$ cat config.mk
export PLATFORM = sky130hd
export DESIGN_NAME = lowlat_fifo
export DESIGN_NICKNAME = d
export VERILOG_FILES = /design/src/rtl/lowlat_fifo_pkg.sv /design/src/rtl/lff_store.sv /design/src/rtl/lff_head.sv /design/src/rtl/lff_ctrl.sv /design/src/rtl/lowlat_fifo.sv
export SDC_FILE = /design/constraint.sdc
export NUM_CORES = 1
export LEC_CHECK = 0
export BUFFER_PORTS_ARGS = -buffer_cell sky130_fd_sc_hd__buf_4
export CORE_ASPECT_RATIO = 0.9
export CORE_UTILIZATION = 40
export CTS_CLUSTER_DIAMETER = 30
export DETAILED_ROUTE_END_ITERATION = 16
export PLACE_DENSITY = 0.68
export SLEW_MARGIN = 20
export SYNTH_ARGS = -nofsm -noshare
export SYNTH_HDL_FRONTEND = slang
export SYNTH_HIERARCHICAL = 1
export SYNTH_SLANG_ARGS = --single-unit
export TNS_END_PERCENT = 100
$ cat constraint.sdc
create_clock -name clk -period 2.9 [get_ports clk]
set_input_delay 0.87 -clock clk [delete_from_list [all_inputs] [get_ports clk]]
set_output_delay 0.87 -clock clk [all_outputs]
set_load 0.01 [all_outputs]
$ cat src/rtl/lowlat_fifo_pkg.sv
package lowlat_fifo_pkg;
  // which register currently feeds the read-side mux
  typedef enum logic {
    HEAD_BYPASS = 1'b0,
    HEAD_STAGED = 1'b1
  } head_src_e;
endpackage

$ cat src/rtl/lff_store.sv
module lff_store #(
  parameter int W     = 8,
  parameter int DEPTH = 4
) (
  input  logic         clk,
  input  logic         rst,
  input  logic         wr_en,
  input  logic [W-1:0] wr_data,
  input  logic         rd_en,
  output logic [W-1:0] rd_data,
  output logic         arr_empty
);
  localparam int PW = (DEPTH > 1) ? $clog2(DEPTH) : 1;
  localparam int AW = PW + 1;

  logic [W-1:0]  mem [DEPTH];
  logic [PW-1:0] wr_ptr_q, rd_ptr_q;
  logic [AW-1:0] fill_q;

  // one write-enabled word register per slot
  for (genvar i = 0; i < DEPTH; i++) begin : g_word
    always_ff @(posedge clk) begin
      if (wr_en && (wr_ptr_q == PW'(i))) mem[i] <= wr_data;
    end
  end

  always_ff @(posedge clk) begin
    if (rst) begin
      wr_ptr_q <= '0;
      rd_ptr_q <= '0;
      fill_q   <= '0;
    end else begin
      if (wr_en) wr_ptr_q <= (wr_ptr_q == PW'(DEPTH - 1)) ? '0 : wr_ptr_q + 1'b1;
      if (rd_en) rd_ptr_q <= (rd_ptr_q == PW'(DEPTH - 1)) ? '0 : rd_ptr_q + 1'b1;
      fill_q <= fill_q + AW'(wr_en) - AW'(rd_en);
    end
  end

  assign rd_data   = mem[rd_ptr_q];
  assign arr_empty = (fill_q == '0);
endmodule

$ cat src/rtl/lff_head.sv
module lff_head
  import lowlat_fifo_pkg::*;
#(
  parameter int W = 8
) (
  input  logic         clk,
  input  logic         rst,
  input  logic         load_byp,
  input  logic         load_stg,
  input  logic         drop,
  input  logic [W-1:0] byp_din,
  input  logic [W-1:0] stg_din,
  output logic [W-1:0] head_data,
  output logic         head_valid
);
  logic [W-1:0] byp_q, stg_q;
  logic         byp_v_q, stg_v_q;
  head_src_e    sel_q;

  always_ff @(posedge clk) begin
    if (load_stg) stg_q <= stg_din;
    if (load_byp) byp_q <= byp_din;
  end

  always_ff @(posedge clk) begin
    if (rst) begin
      byp_v_q <= 1'b0;
      stg_v_q <= 1'b0;
      sel_q   <= HEAD_BYPASS;
    end else if (load_stg) begin
      stg_v_q <= 1'b1;
      byp_v_q <= 1'b0;
      sel_q   <= HEAD_STAGED;
    end else if (load_byp) begin
      byp_v_q <= 1'b1;
      stg_v_q <= 1'b0;
      sel_q   <= HEAD_BYPASS;
    end else if (drop) begin
      byp_v_q <= 1'b0;
      stg_v_q <= 1'b0;
    end
  end

  assign head_data  = (sel_q == HEAD_STAGED) ? stg_q : byp_q;
  assign head_valid = byp_v_q | stg_v_q;
endmodule

$ cat src/rtl/lff_ctrl.sv
module lff_ctrl #(
  parameter int DEPTH = 4
) (
  input  logic clk,
  input  logic rst,
  input  logic in_valid,
  input  logic out_ready,
  input  logic head_valid,
  input  logic arr_empty,
  output logic wr_arr,
  output logic rd_arr,
  output logic load_byp,
  output logic drop,
  output logic in_ready,
  output logic [$clog2(DEPTH+2)-1:0] occ
);
  localparam int CAP = DEPTH + 1;
  localparam int THR = DEPTH;
  localparam int CW  = $clog2(DEPTH + 2);

  logic [CW-1:0] occ_q, occ_d;
  logic          full_q;
  logic          pop, accept, head_free;

  assign pop       = out_ready & head_valid;
  assign accept    = in_valid & ((occ_q != CW'(CAP)) | pop);
  assign head_free = ~head_valid | pop;
  assign rd_arr    = head_free & ~arr_empty;
  assign load_byp  = head_free & arr_empty & accept;
  assign wr_arr    = accept & ~load_byp;
  assign drop      = head_free & ~rd_arr & ~load_byp;
  assign occ_d     = occ_q + CW'(accept) - CW'(pop);

  always_ff @(posedge clk) begin
    if (rst) begin
      occ_q  <= '0;
      full_q <= 1'b0;
    end else begin
      occ_q  <= occ_d;
      full_q <= (occ_d >= CW'(THR));
    end
  end

  assign in_ready = ~full_q | out_ready;
  assign occ      = occ_q;
endmodule

$ cat src/rtl/lowlat_fifo.sv
module lowlat_fifo #(
  parameter int W     = 8,
  parameter int DEPTH = 4
) (
  input  logic         clk,
  input  logic         rst,
  input  logic         in_valid,
  input  logic [W-1:0] in_data,
  output logic         in_ready,
  output logic         out_valid,
  output logic [W-1:0] out_data,
  input  logic         out_ready
);
  localparam int CW = $clog2(DEPTH + 2);

  logic         wr_arr, rd_arr, load_byp, drop, arr_empty;
  logic [W-1:0] arr_dout;
  logic [CW-1:0] occ_w;

  lff_ctrl #(.DEPTH(DEPTH)) ctrl_i (
    .clk(clk), .rst(rst), .in_valid(in_valid), .out_ready(out_ready),
    .head_valid(out_valid), .arr_empty(arr_empty),
    .wr_arr(wr_arr), .rd_arr(rd_arr), .load_byp(load_byp), .drop(drop),
    .in_ready(in_ready), .occ(occ_w)
  );

  lff_store #(.W(W), .DEPTH(DEPTH)) store_i (
    .clk(clk), .rst(rst), .wr_en(wr_arr), .wr_data(in_data),
    .rd_en(rd_arr), .rd_data(arr_dout), .arr_empty(arr_empty)
  );

  lff_head #(.W(W)) head_i (
    .clk(clk), .rst(rst), .load_byp(load_byp), .load_stg(rd_arr),
    .drop(drop), .byp_din(in_data), .stg_din(arr_dout),
    .head_data(out_data), .head_valid(out_valid)
  );
endmodule

# --- After elaboration in Yosys (flattened, before gate mapping) ---
# Memory sizes are Yosys's and may differ from the RTL's. A register that Yosys moved wholly into a read port is not among the register bits.
# Index checks and enable logic that the tools add are counted.
word_totals:
  regBits: 22
  latch_bits: 0
  ram_bits: 32
  mem_bits_ro: 0
  inputBits: 12
  memories: 1
op_classes:
  addsub: 6
  multipliers: 0
  n_div: 0
  n_lt_le_gt_ge: 1
  n_eq_ne: 5
  shift: 0
  n_mux: 26
  n_bitwise: 17
  reduce_logical: 13
mem_list:
  columns: ["memory", "words", "width", "read_ports", "rd_clocked_by_memory_dff", "write_ports", "line_no", "source"]
  rows:
  - ["store_i.mem", 4, 8, 1, 1, 1, "lff_store.sv:16", "logic [W-1:0] mem [DEPTH];"]
op_table:
  columns: ["cell", "n"]
  rows:
  - ["two-way mux 8 bit", 4]
  - ["OR reduction 8 bit", 3]
  - ["two-way mux 1 bit", 17]
  - ["two-way mux 2 bit", 5]
  - ["bitwise AND 1 bit", 8]
  - ["adder 3 x 1 -> 3 bit", 2]
  - ["== test 2 bit, second input constant", 3]
  - ["subtractor 3 x 1 -> 3 bit", 2]
  - ["NOT 1 bit", 5]
  - ["adder 2 x 1 -> 2 bit, second input constant", 2]
  - ["logical AND 1 bit", 4]
  - ["OR 1 bit", 4]
  - ["nonzero test 2 bit", 2]
  - ["greater-or-equal comparator 3 bit, second input constant", 1]
  - ["logical NOT 3 bit", 1]
  - ["!= test 3 bit, second input constant", 1]
  - ["nonzero test 3 bit", 1]
  - ["== test 2 x 1 -> 1 bit, second input constant", 1]
  - ["logical NOT 2 bit", 1]
  - ["OR reduction 2 bit", 1]

# --- Logic depth before layout (Yosys ltp) ---
# Gate-level depths: netlist of the first run.
logic_depth:
  depth_word: 14
  mapped_depth: 11
  mapped_depth_nobuf: 11

# --- Modules after synthesis ---
# The synthesis of the first run kept the hierarchy.
by_module_without_submodules:
  columns: ["module", "instances", "cells_each", "area_per_inst_um2", "seq_area_each_um2"]
  rows:
  - ["lff_store", 1, 84, 1605.3, 1141.1]
  - ["lff_head", 1, 37, 690.7, 540.5]
  - ["lff_ctrl", 1, 27, 245.2, 60.1]

# --- Worst setup path before layout of the first run ---
# Ideal clock, no wire load.
synth_path:
  kind: "input-to-reg"
  from: "in out_ready"
  to: "reg store_i.fill_q[1]"
  setup_time_ns: 0.114
  arrival_ns: 2.657
  required_time_ns: 2.786
  slack_ns: 0.129
  stages: 7
  path_cell_list: "and2b_1 > nor2_1 > ha_1 > inv_1 > ha_1 > fa_1 > nor2b_1"
synth_between:
  elab_cells_between_ends: 11
synth_rtl:
  columns: ["element", "line_no", "source"]
  rows:
  - ["start: declaration", "lowlat_fifo.sv:12", "input logic out_ready"]
  - ["bitwise AND 1 bit", "lff_ctrl.sv:25", "assign pop = out_ready & head_valid;"]
  - ["OR 1 bit", "lff_ctrl.sv:27", "assign head_free = ~head_valid | pop;"]
  - ["bitwise AND 1 bit", "lff_ctrl.sv:28", "assign rd_arr = head_free & ~arr_empty;"]
  - ["named net rd_arr", "lowlat_fifo.sv:16", "logic wr_arr, rd_arr, load_byp, drop, arr_empty;"]
  - ["subtractor 3 x 1 -> 3 bit", "lff_store.sv:35", "fill_q <= fill_q + AW'(wr_en) - AW'(rd_en);"]
  - ["end signal: assignment", "lff_store.sv:35", null]
  - ["end: declaration", "lff_store.sv:18", "logic [AW-1:0] fill_q;"]
# The timed path passes the listed nets, and every way through them passes these cells.
# A chain may end at the register's enable or synchronous reset.

# --- Final worst setup path of the first run ---
layout_path:
  from: "reg head_i.sel_q"
  to: "out out_data[1]"
layout_between:
  elab_chain_len: 1
layout_rtl:
  columns: ["element", "line_no", "source"]
  rows:
  - ["start: declaration", "lff_head.sv:18", "head_src_e sel_q;"]
  - ["start signal: assignment", "lff_head.sv:29", "sel_q <= HEAD_BYPASS;"]
  - ["start signal: assignment", "lff_head.sv:33", "sel_q <= HEAD_STAGED;"]
  - ["start signal: assignment", "lff_head.sv:37", "sel_q <= HEAD_BYPASS;"]
  - ["two-way mux 8 bit", "lff_head.sv:44", "assign head_data = (sel_q == HEAD_STAGED) ? stg_q : byp_q;"]
  - ["end: declaration", "lowlat_fifo.sv:11", "output logic [W-1:0] out_data,"]
# No other way between the ends.

==> impl_metrics.env, run 1 <==
export IMPL_crit_end="out_data[1]"
export IMPL_final_period_utilization_pct=81.2
export IMPL_post_cts_setup_buffer_count=0
export IMPL_dp_cells=254
export IMPL_io_buffers=21
export IMPL_maxSlewViolCount=0
export IMPL_initial_utilization_pct=41.4
export IMPL_finalNetCount=201
export IMPL_powerDensity_mw_per_mm2=1040
export IMPL_p_leak_nw=1.14
export IMPL_critPathArrivalTime_ns=1.48
export IMPL_hpwl_mm=2.75
export IMPL_drt_iter0_markers=52
export IMPL_setup_worst_path_end_class="output port"
export IMPL_syn_avg_cell_area_um2=17.2
export IMPL_grt_use_total_pct=13.3
export IMPL_dieWidth_um=85.9
export IMPL_cts_tree="yes"
export IMPL_cts_sinks=63
export IMPL_cts_buffer_depth=2
export IMPL_routed_wl_mm=3.95
export IMPL_period_minus_slack_ns=2.35
export IMPL_grt_first_pass_wirelength_mm=6.31
export IMPL_postRouteAntennaNets=0
export IMPL_vias=1261
export IMPL_layoutNonFillerInstCount=270
export IMPL_fin_skew_ns=0.00844
export IMPL_cp_start_kind="register"
export IMPL_fin_setup_tns_ns=0
export IMPL_fmax_ghz=0.425
export IMPL_core_region_area_mm2=0.00611
export IMPL_layout_drive_gt1_share_pct=29.0
export IMPL_grt_pass1_vias=1345
export IMPL_cp_required_ns=2.03
export IMPL_dieHeight_um=77.5
export IMPL_rows=27
export IMPL_overflow=0
export IMPL_gp_congestion=0.699
export IMPL_cap_viol_max_count=0
export IMPL_syn_nets=170
export IMPL_rsz0062_at_grt="false"
export IMPL_antenna_found_initial=0
export IMPL_drt_pre_antenna_iters=4
export IMPL_ctsHoldBuffers=0
export IMPL_hold_violations=0
export IMPL_min_path_type="reg -> reg"
export IMPL_syn_cell_area_mm2=0.00253
export IMPL_setup_violations=0
export IMPL_ctsResizeCount=0
export IMPL_syn_inst=147
export IMPL_path_clk_slew_ns=0.07
export IMPL_clk_latency_ns=0.33
export IMPL_post_route_drc_count=0
export IMPL_setup_worst_path_start="head_i/sel_q$_SDFFE_PP0P_"
export IMPL_reg2reg_from="head_i/stg_v_q$_SDFFE_PP0P_"
export IMPL_worstReg2RegEnd="ctrl_i/occ[2]$_SDFF_PP0_"
export IMPL_final_common_cell="edfxtp_1"
export IMPL_r2r_cells=11
export IMPL_io_pins=22
export IMPL_peakVddDrop_mv=0.291
export IMPL_run_status="complete, no violations"
export IMPL_area_growth_pct=19.9
export IMPL_via_per_inst=4.67
export IMPL_ff2ff_setup_slack_ns=0.60
export IMPL_crit_fanout=9
export IMPL_grt_max_degree=14
export IMPL_diodes=0
export IMPL_maxSlewHeadroom_pct=37.3
export IMPL_layout_common_cells="edfxtp_1, buf_4, dfxtp_1"
export IMPL_hp_start="store_i/rd_ptr_q[0]$_SDFFE_PP0P_"
export IMPL_die_area_mm2=0.00666
export IMPL_h_tree_depth=3
export IMPL_critPathKind="reg -> out"
export IMPL_wire_per_inst_um=14.6
export IMPL_cts_root_buf="clkbuf_8"
export IMPL_cts_made_buffers=9
export IMPL_tightest_slew_ns=0.937
export IMPL_yosysWarnings=6
sequential cells by signal (all words and copies together) (netlist names), named ones only:
| name | flops |
|---|---|
| store_i/wr_ptr_q | 2 |
| store_i/fill_q | 3 |
| store_i/mem | 32 |
| head_i/stg_v_q | 1 |
| head_i/sel_q | 1 |
| head_i/byp_q | 8 |
| head_i/stg_q | 8 |
| ctrl_i/occ | 3 |
| store_i/rd_ptr_q | 2 |
| head_i/byp_v_q | 1 |
where the power goes:
part	internal [mW]	switching (mW)
Clock	0.573	0.329
Sequential	1.25	0.150
Combinational	0.458	0.394
through the flow:
stage / power, mW / setup WS (ns) / hold WS [ns] / instance area (um2) / utilization [%]
2_1_floorplan: 1.99 / 0.129 / 0.470 / 2530 / -
3_5_place_dp: 2.29 / 0.197 / 0.508 / 2790 / 45.7
6_report: 3.15 / 0.545 / 0.522 / 3040 / 49.7
4_1_cts: 3.20 / 0.500 / 0.526 / 3040 / 49.7
5_1_grt: 3.36 / 0.457 / 0.548 / 3040 / 49.7
3_3_place_gp: 2.22 / 0.307 / 0.489 / 2790 / 45.7
layer usage:
metal / up-vias / GRT usage, % / part of all wire (%)
li1: 604 / - / -
met2: 25 / 23.3 / 54
met4: 0 / 9.33 / 2.1
met3: 9 / 3.40 / 4.3
met5: - / 0 / 0
met1: 623 / 13.9 / 40
layout make-up:
class | count | area (um2)
clock inverters | 7 | 120
clock buffers | 9 | 124
well taps | 87 | 109
flip-flops and latches | 63 | 1740
inverters | 9 | 33.8
repair buffers | 23 | 173
fillers | 515 | 3080
multi-input cells | 72 | 737
worst min-delay path by stage:
| stage | endpoint | slack [ns] | depth (start not counted) |
|---|---|---|---|
| final | store_i/rd_ptr_q[0]$_SDFFE_PP0P_ | 0.52 | 2 |
| after global routing | register | 0.55 | 2 |
| after CTS | store_i/rd_ptr_q[0]$_SDFFE_PP0P_ | 0.53 | 2 |
| after detailed placement | register | 0.51 | 2 |
| after global placement | register | 0.49 | 2 |
| after floorplan | register | 0.47 | 2 |
critical path: stages (launching register included):
cell     delay [ns]
dfxtp_1        0.62
mux2_1         0.38
buf_4          0.15
(Power assumes the default switching activity.)
==> inputs of run 2 (changes only) <==
--- a/config.mk
+++ b/config.mk
@@ -5,6 +5,7 @@
 export SDC_FILE = /design/constraint.sdc
 export NUM_CORES = 1
 export LEC_CHECK = 0
+export ABC_AREA = 1
 export BUFFER_PORTS_ARGS = -buffer_cell sky130_fd_sc_hd__buf_4
 export CORE_ASPECT_RATIO = 0.9
 export CORE_UTILIZATION = 40
==> constraint.sdc (replaced) <==
create_clock -name clk -period 2.1 [get_ports clk]
set_input_delay 0.63 -clock clk [delete_from_list [all_inputs] [get_ports clk]]
set_output_delay 0.63 -clock clk [all_outputs]
set_load 0.01 [all_outputs]
==> run 2 against run 1 <==
Against the previous run:
- worst hold slack worse by 0.039 ns
- count of clock-buffer cells in the layout increased by 1
- cell count is 39% higher
- global-route usage up 1.5 points
- clock power decreased by 3.0%
- synthesized cell count increased by 65%
- register-to-register slack worse by 0.49 ns
- flip-flop and latch count unchanged
- die area up 5.7%
- critical path depth is 11 higher
- sequential share of layout area fell by 2.9 points
- utilization grew 1.4 points
==> impl_metrics.env, run 2 <==
export IMPL_crit_fanout=2
export IMPL_antenna_found_initial=0
export IMPL_syn_avg_cell_area_um2=11.0
export IMPL_cts_tree="yes"
export IMPL_setup_violations=0
export IMPL_drt_met1_wl_mm=2.09
export IMPL_fin_skew_ns=0.00881
export IMPL_worstReg2RegEnd="ctrl_i/occ[2]$_SDFF_PP0_"
export IMPL_powerDensity_mw_per_mm2=1370
export IMPL_dp_slack_ns=-0.121
export IMPL_diodes=0
export IMPL_finalNetCount=307
export IMPL_drt_pre_antenna_iters=2
export IMPL_met2_length_mm=2.16
export IMPL_fmax_ghz=0.502
export IMPL_via_per_inst=4.46
export IMPL_cp_required_ns=2.33
export IMPL_cts_buffer_depth=2
export IMPL_wl_met3_um=91
export IMPL_core_region_area_mm2=0.00628
export IMPL_min_path_type="reg -> reg"
export IMPL_final_period_utilization_pct=94.9
export IMPL_setup_slack_ns=0.106
export IMPL_syn_nets=266
export IMPL_run_status="complete, no violations"
export IMPL_final_common_cell="inv_1"
export IMPL_gp_congestion=0.762
export IMPL_hpwl_mm=2.98
export IMPL_period_minus_slack_ns=1.99
export IMPL_initial_utilization_pct=42.7
export IMPL_vias=1676
export IMPL_peakVddDrop_mv=0.409
export IMPL_hold_depth=2
export IMPL_r2r_cells=13
export IMPL_dieWidth_um=88.3
export IMPL_ff2ff_setup_slack_ns=0.11
export IMPL_path_clk_slew_ns=0.06
export IMPL_reg_top3="store_i/mem x32, head_i/byp_q x8, head_i/stg_q x8"
export IMPL_overflow=0
export IMPL_cp_start_kind="register"
export IMPL_h_tree_depth=3
export IMPL_fillers=572
export IMPL_hold_end="head_i/stg_v_q$_SDFFE_PP0P_"
export IMPL_tightest_slew_ns=0.658
export IMPL_io_pins=22
export IMPL_fin_setup_tns_ns=0
export IMPL_setup_worst_path_end_class="register"
export IMPL_cap_viol_max_count=0
export IMPL_hold_violations=0
export IMPL_grt_pass1_vias=1612
export IMPL_routed_wl_mm=4.44
export IMPL_critPathKind="reg -> reg"
export IMPL_rsz0062_at_grt="true"
export IMPL_top_layer="met4"
export IMPL_maxSlewHeadroom_pct=56.1
export IMPL_layout_drive_gt1_share_pct=24.6
export IMPL_p_leak_nw=1.38
export IMPL_cts_made_buffers=9
export IMPL_drt_iter0_markers=74
export IMPL_fin_util_pct=51.1
export IMPL_critPathArrivalTime_ns=2.22
export IMPL_maxSlewViolCount=0
export IMPL_cts_sinks=63
export IMPL_clk_latency_ns=0.33
export IMPL_wire_per_inst_um=11.8
export IMPL_top_register="store_i/mem"
export IMPL_die_area_mm2=0.00704
export IMPL_rows=27
export IMPL_grt_max_degree=33
export IMPL_post_route_drc_count=0
export IMPL_grt_use_total_pct=14.9
export IMPL_reg2reg_from="head_i/byp_v_q$_SDFFE_PP0P_"
export IMPL_syn_cell_area_mm2=0.00268
export IMPL_yosysWarnings=6
export IMPL_postRouteAntennaNets=0
export IMPL_io_buffers=21
export IMPL_dieHeight_um=79.7
export IMPL_largest_register_ffs=32
export IMPL_hp_start="head_i/stg_v_q$_SDFFE_PP0P_"
export IMPL_layout_common_cells="inv_1, edfxtp_1, nand2_1"
export IMPL_syn_inst=243
export IMPL_cts_root_buf="clkbuf_8"
export IMPL_area_growth_pct=19.6
export IMPL_grt_first_pass_wirelength_mm=7.50
run 2: worst max path at each step:
stage / start / end
2_1_floorplan: head_i/stg_v_q$_SDFFE_PP0P_ / ctrl_i/occ[2]$_SDFF_PP0_
5_1_grt: head_i/byp_v_q$_SDFFE_PP0P_ / ctrl_i/occ[2]$_SDFF_PP0_
4_1_cts: head_i/stg_v_q$_SDFFE_PP0P_ / ctrl_i/occ[2]$_SDFF_PP0_
3_3_place_gp: out_ready / ctrl_i/occ[2]$_SDFF_PP0_
6_report: head_i/byp_v_q$_SDFFE_PP0P_ / ctrl_i/occ[2]$_SDFF_PP0_
3_5_place_dp: out_ready / ctrl_i/occ[2]$_SDFF_PP0_
run 2: where the power goes:
| part | internal, mW | switching, mW | total [mW] |
|---|---|---|---|
| clock network | 0.421 | 0.454 | 0.875 |
| logic | 0.670 | 0.872 | 1.54 |
| registers | 1.76 | 0.208 | 1.97 |
run 2: area by class of cell:
| class | instances | area (um2) | share of cell area [%] |
|---|---|---|---|
| multi-input cells | 120 | 712 | 22.2 |
| clock buffers | 10 | 128 | 3.98 |
| clock inverters | 6 | 37.5 | 1.17 |
| repair buffers | 37 | 278 | 8.66 |
| inverters | 53 | 199 | 6.20 |
| well taps | 87 | 109 | 3.39 |
| flip-flops and latches | 63 | 1750 | 54.4 |
run 2: layer usage:
| metal | vias to the layer above | global-route usage, % |
|---|---|---|
| met5 | - | 0 |
| met4 | 0 | 9.68 |
| met3 | 8 | 3.10 |
| met2 | 18 | 23.2 |
| met1 | 782 | 18.7 |
| li1 | 868 | - |
run 2: repair_timing:
item                       CTS  global route
pin swaps                    1             6
hold buffers                 0             0
setup buffers                1             0
setup endpoints to repair    1             7
resized for setup            1            12
run 2: through the flow:
step	hold WS [ns]	instance area, um2	instances	power [mW]
2_1_floorplan	0.449	2690	243	3.02
3_3_place_gp	0.465	3000	359	3.43
3_5_place_dp	0.476	3000	359	3.50
4_1_cts	0.488	3180	376	4.39
5_1_grt	0.496	3210	376	4.75
6_report	0.483	3210	376	4.39
run 2: critical path, cell delays in order, from the launching register on:
cell     delay [ns]
dfxtp_2        0.32
or2_4          0.25
nand2_2        0.08
nand2_2        0.06
o21ai_2        0.14
ha_1           0.25
inv_2          0.07
ha_4           0.12
inv_2          0.03
fa_2           0.34
inv_2          0.07
nand3_2        0.06
nand2_1        0.06
nor2_1         0.03
==> inputs of run 3 (changes only) <==
--- a/config.mk
+++ b/config.mk
@@ -9,6 +9,7 @@
 export BUFFER_PORTS_ARGS = -buffer_cell sky130_fd_sc_hd__buf_4
 export CORE_ASPECT_RATIO = 0.9
 export CORE_UTILIZATION = 40
+export CTS_BUF_LIST = sky130_fd_sc_hd__clkbuf_8
 export CTS_CLUSTER_DIAMETER = 30
 export DETAILED_ROUTE_END_ITERATION = 16
 export PLACE_DENSITY = 0.68
==> run 3 against run 2 <==
Against the previous run:
- count of clock-buffer cells in the layout decreased by 1
- cell area unchanged
- combinational power about the same
- sequential share of layout area unchanged
- flip-flop and latch count unchanged
- clock power decreased by 0.5%
- critical endpoint unchanged
- largest cell class unchanged
- utilization unchanged
- first-iteration DRC count decreased by 2.7%
==> impl_metrics.env, run 3 (same netlist as run 2, synthesis figures left out) <==
export IMPL_critPathKind="reg -> reg"
export IMPL_fillers=572
export IMPL_cts_sinks=63
export IMPL_layout_drive_gt1_share_pct=24.6
export IMPL_cts_buffer_depth=2
export IMPL_fin_skew_ns=0.00867
export IMPL_die_area_mm2=0.00704
export IMPL_dieWidth_um=88.3
export IMPL_fmax_ghz=0.501
export IMPL_cap_viol_max_count=0
export IMPL_max_stage_delay_ns=0.34
export IMPL_post_route_cell_area_mm2=0.00321
export IMPL_post_route_drc_count=0
export IMPL_drt_pre_antenna_iters=4
export IMPL_regArea_mm2=0.00175
export IMPL_setup_violations=0
export IMPL_grt_max_degree=33
export IMPL_finalNetCount=307
export IMPL_wire_per_inst_um=11.9
export IMPL_period_minus_slack_ns=2.00
export IMPL_clk_latency_ns=0.33
export IMPL_via_per_inst=4.46
export IMPL_worstPathBufferInverterCount=3
export IMPL_rsz0062_at_grt="true"
export IMPL_cp_slowest_cell="fa_2"
export IMPL_dieHeight_um=79.7
export IMPL_hold_slack_ns=0.484
export IMPL_multi_input_area_um2=712
export IMPL_ctsHoldBuffers=0
export IMPL_powerDensity_mw_per_mm2=1370
export IMPL_diodes=0
export IMPL_run_status="complete, no violations"
export IMPL_grt_pass1_vias=1612
export IMPL_cp_start_kind="register"
export IMPL_final_common_cell="inv_1"
export IMPL_cpMostUsedCell="inv_2"
export IMPL_gp_congestion=0.762
export IMPL_cts_made_buffers=9
export IMPL_layout_common_cells="inv_1, edfxtp_1, nand2_1"
export IMPL_overflow=0
export IMPL_reg_top3="store_i/mem x32, head_i/byp_q x8, head_i/stg_q x8"
export IMPL_p_comb_share_pct=35.2
export IMPL_tightest_slew_ns=0.667
export IMPL_grt_use_total_pct=14.9
export IMPL_cp_required_ns=2.33
export IMPL_hpwl_mm=2.98
export IMPL_placed_area_mm2=0.00300
export IMPL_crit_family="adder cells"
export IMPL_largest_register_ffs=32
export IMPL_seqPwrFrac_pct=45.0
export IMPL_pwr_share_clk_pct=19.9
export IMPL_peakVddDrop_mv=0.411
export IMPL_swShare_pct=35.0
export IMPL_p_leak_nw=1.38
export IMPL_hold_violations=0
export IMPL_cts_tree="yes"
export IMPL_io_pins=22
export IMPL_critical_path_cell_chain="or2_4, nand2_2, nand2_2, o21ai_2, ha_1, inv_2, ha_4, inv_2, fa_2, inv_2, nand3_2, nand2_1, nor2_1"
export IMPL_area_growth_pct=19.6
export IMPL_top_register="store_i/mem"
export IMPL_initial_utilization_pct=42.7
export IMPL_setup_slack_ns=0.105
export IMPL_critPathArrivalTime_ns=2.22
export IMPL_maxSlewViolCount=0
export IMPL_min_path_type="reg -> reg"
export IMPL_grt_first_pass_wirelength_mm=7.50
export IMPL_setup_worst_path_end_class="register"
export IMPL_postRouteAntennaNets=0
export IMPL_final_period_utilization_pct=95.0
export IMPL_dp_slack_ns=-0.121
export IMPL_switchingPower_mw=1.54
export IMPL_path_clk_slew_ns=0.06
export IMPL_intPower_mw=2.85
export IMPL_crit_fanout=2
export IMPL_io_buffers=21
export IMPL_rows=27
export IMPL_antenna_found_initial=0
export IMPL_routed_wl_mm=4.46
export IMPL_vias=1676
export IMPL_h_tree_depth=3
export IMPL_core_region_area_mm2=0.00628
export IMPL_cts_root_buf="clkbuf_8"
export IMPL_maxSlewHeadroom_pct=55.5
export IMPL_drt_iter0_markers=72
[run 3: changes by cell type in the layout (fill, tap and decap cells not counted), sizes merged]
| cell | before | now |
|---|---|---|
| clkbuf | 10 | 9 |
| inv | 53 | 54 |
[run 3: final cells by class]
class | count | share of cell area [%]
Sequential cell | 63 | 54.4
Multi-Input combinational cell | 120 | 22.2
Timing Repair Buffer | 37 | 8.66
Inverter | 53 | 6.20
Clock buffer | 9 | 3.86
Tap cell | 87 | 3.39
Clock inverter | 7 | 1.29
[run 3: worst min-delay path, stage by stage, from the launching register on]
cell and delay, ns:
dfxtp_2 0.32, nand3_1 0.07, a21oi_1 0.05
[run 3: final timing paths]
check / start / end / slack, ns / depth (start not counted)
worst max-delay path: head_i/byp_v_q$_SDFFE_PP0P_ / ctrl_i/occ[2]$_SDFF_PP0_ / 0.10 / 13
worst min-delay path: head_i/stg_v_q$_SDFFE_PP0P_ / head_i/stg_v_q$_SDFFE_PP0P_ / 0.48 / 2
worst min register to register: head_i/stg_v_q$_SDFFE_PP0P_ / head_i/stg_v_q$_SDFFE_PP0P_ / 0.48 / 2
worst max register to register: head_i/byp_v_q$_SDFFE_PP0P_ / ctrl_i/occ[2]$_SDFF_PP0_ / 0.10 / 13
[run 3: power groups by stage]
stage | Clock, mW | Sequential [mW] | Combinational [mW]
final | 0.871 | 1.97 | 1.54
after global placement | 0 | 1.98 | 1.45
after detailed placement | 0 | 1.99 | 1.51
after CTS | 0.897 | 1.96 | 1.52
after floorplan | 0 | 1.90 | 1.12
after global routing | 0.954 | 2.02 | 1.78
[run 3: repair_timing]
item / in CTS / in global routing
gates resized for setup: 1 / 12
buffers inserted: 1 / 0
setup endpoints to repair: 1 / 7
pin swaps: 1 / 6
[run 3: per-stage QoR]
step | util, % | power [mW] | setup TNS [ns] | cells
after floorplan | - | 3.02 | 0 | 243
after global routing | 51.1 | 4.75 | -0.0217 | 376
after CTS | 50.6 | 4.38 | 0 | 376
after global placement | 47.8 | 3.43 | -0.0616 | 359
after detailed placement | 47.8 | 3.50 | -0.187 | 359
final | 51.1 | 4.39 | 0 | 376
[run 3: layer usage]
layer	wire length (um)	up-vias	part of all wire (%)	track usage, %
met5	0	-	0	0
met4	95	0	2.1	9.68
met3	116	7	2.6	3.10
met2	2160	22	48	23.2
met1	2090	781	47	18.7
li1	-	866	-	-
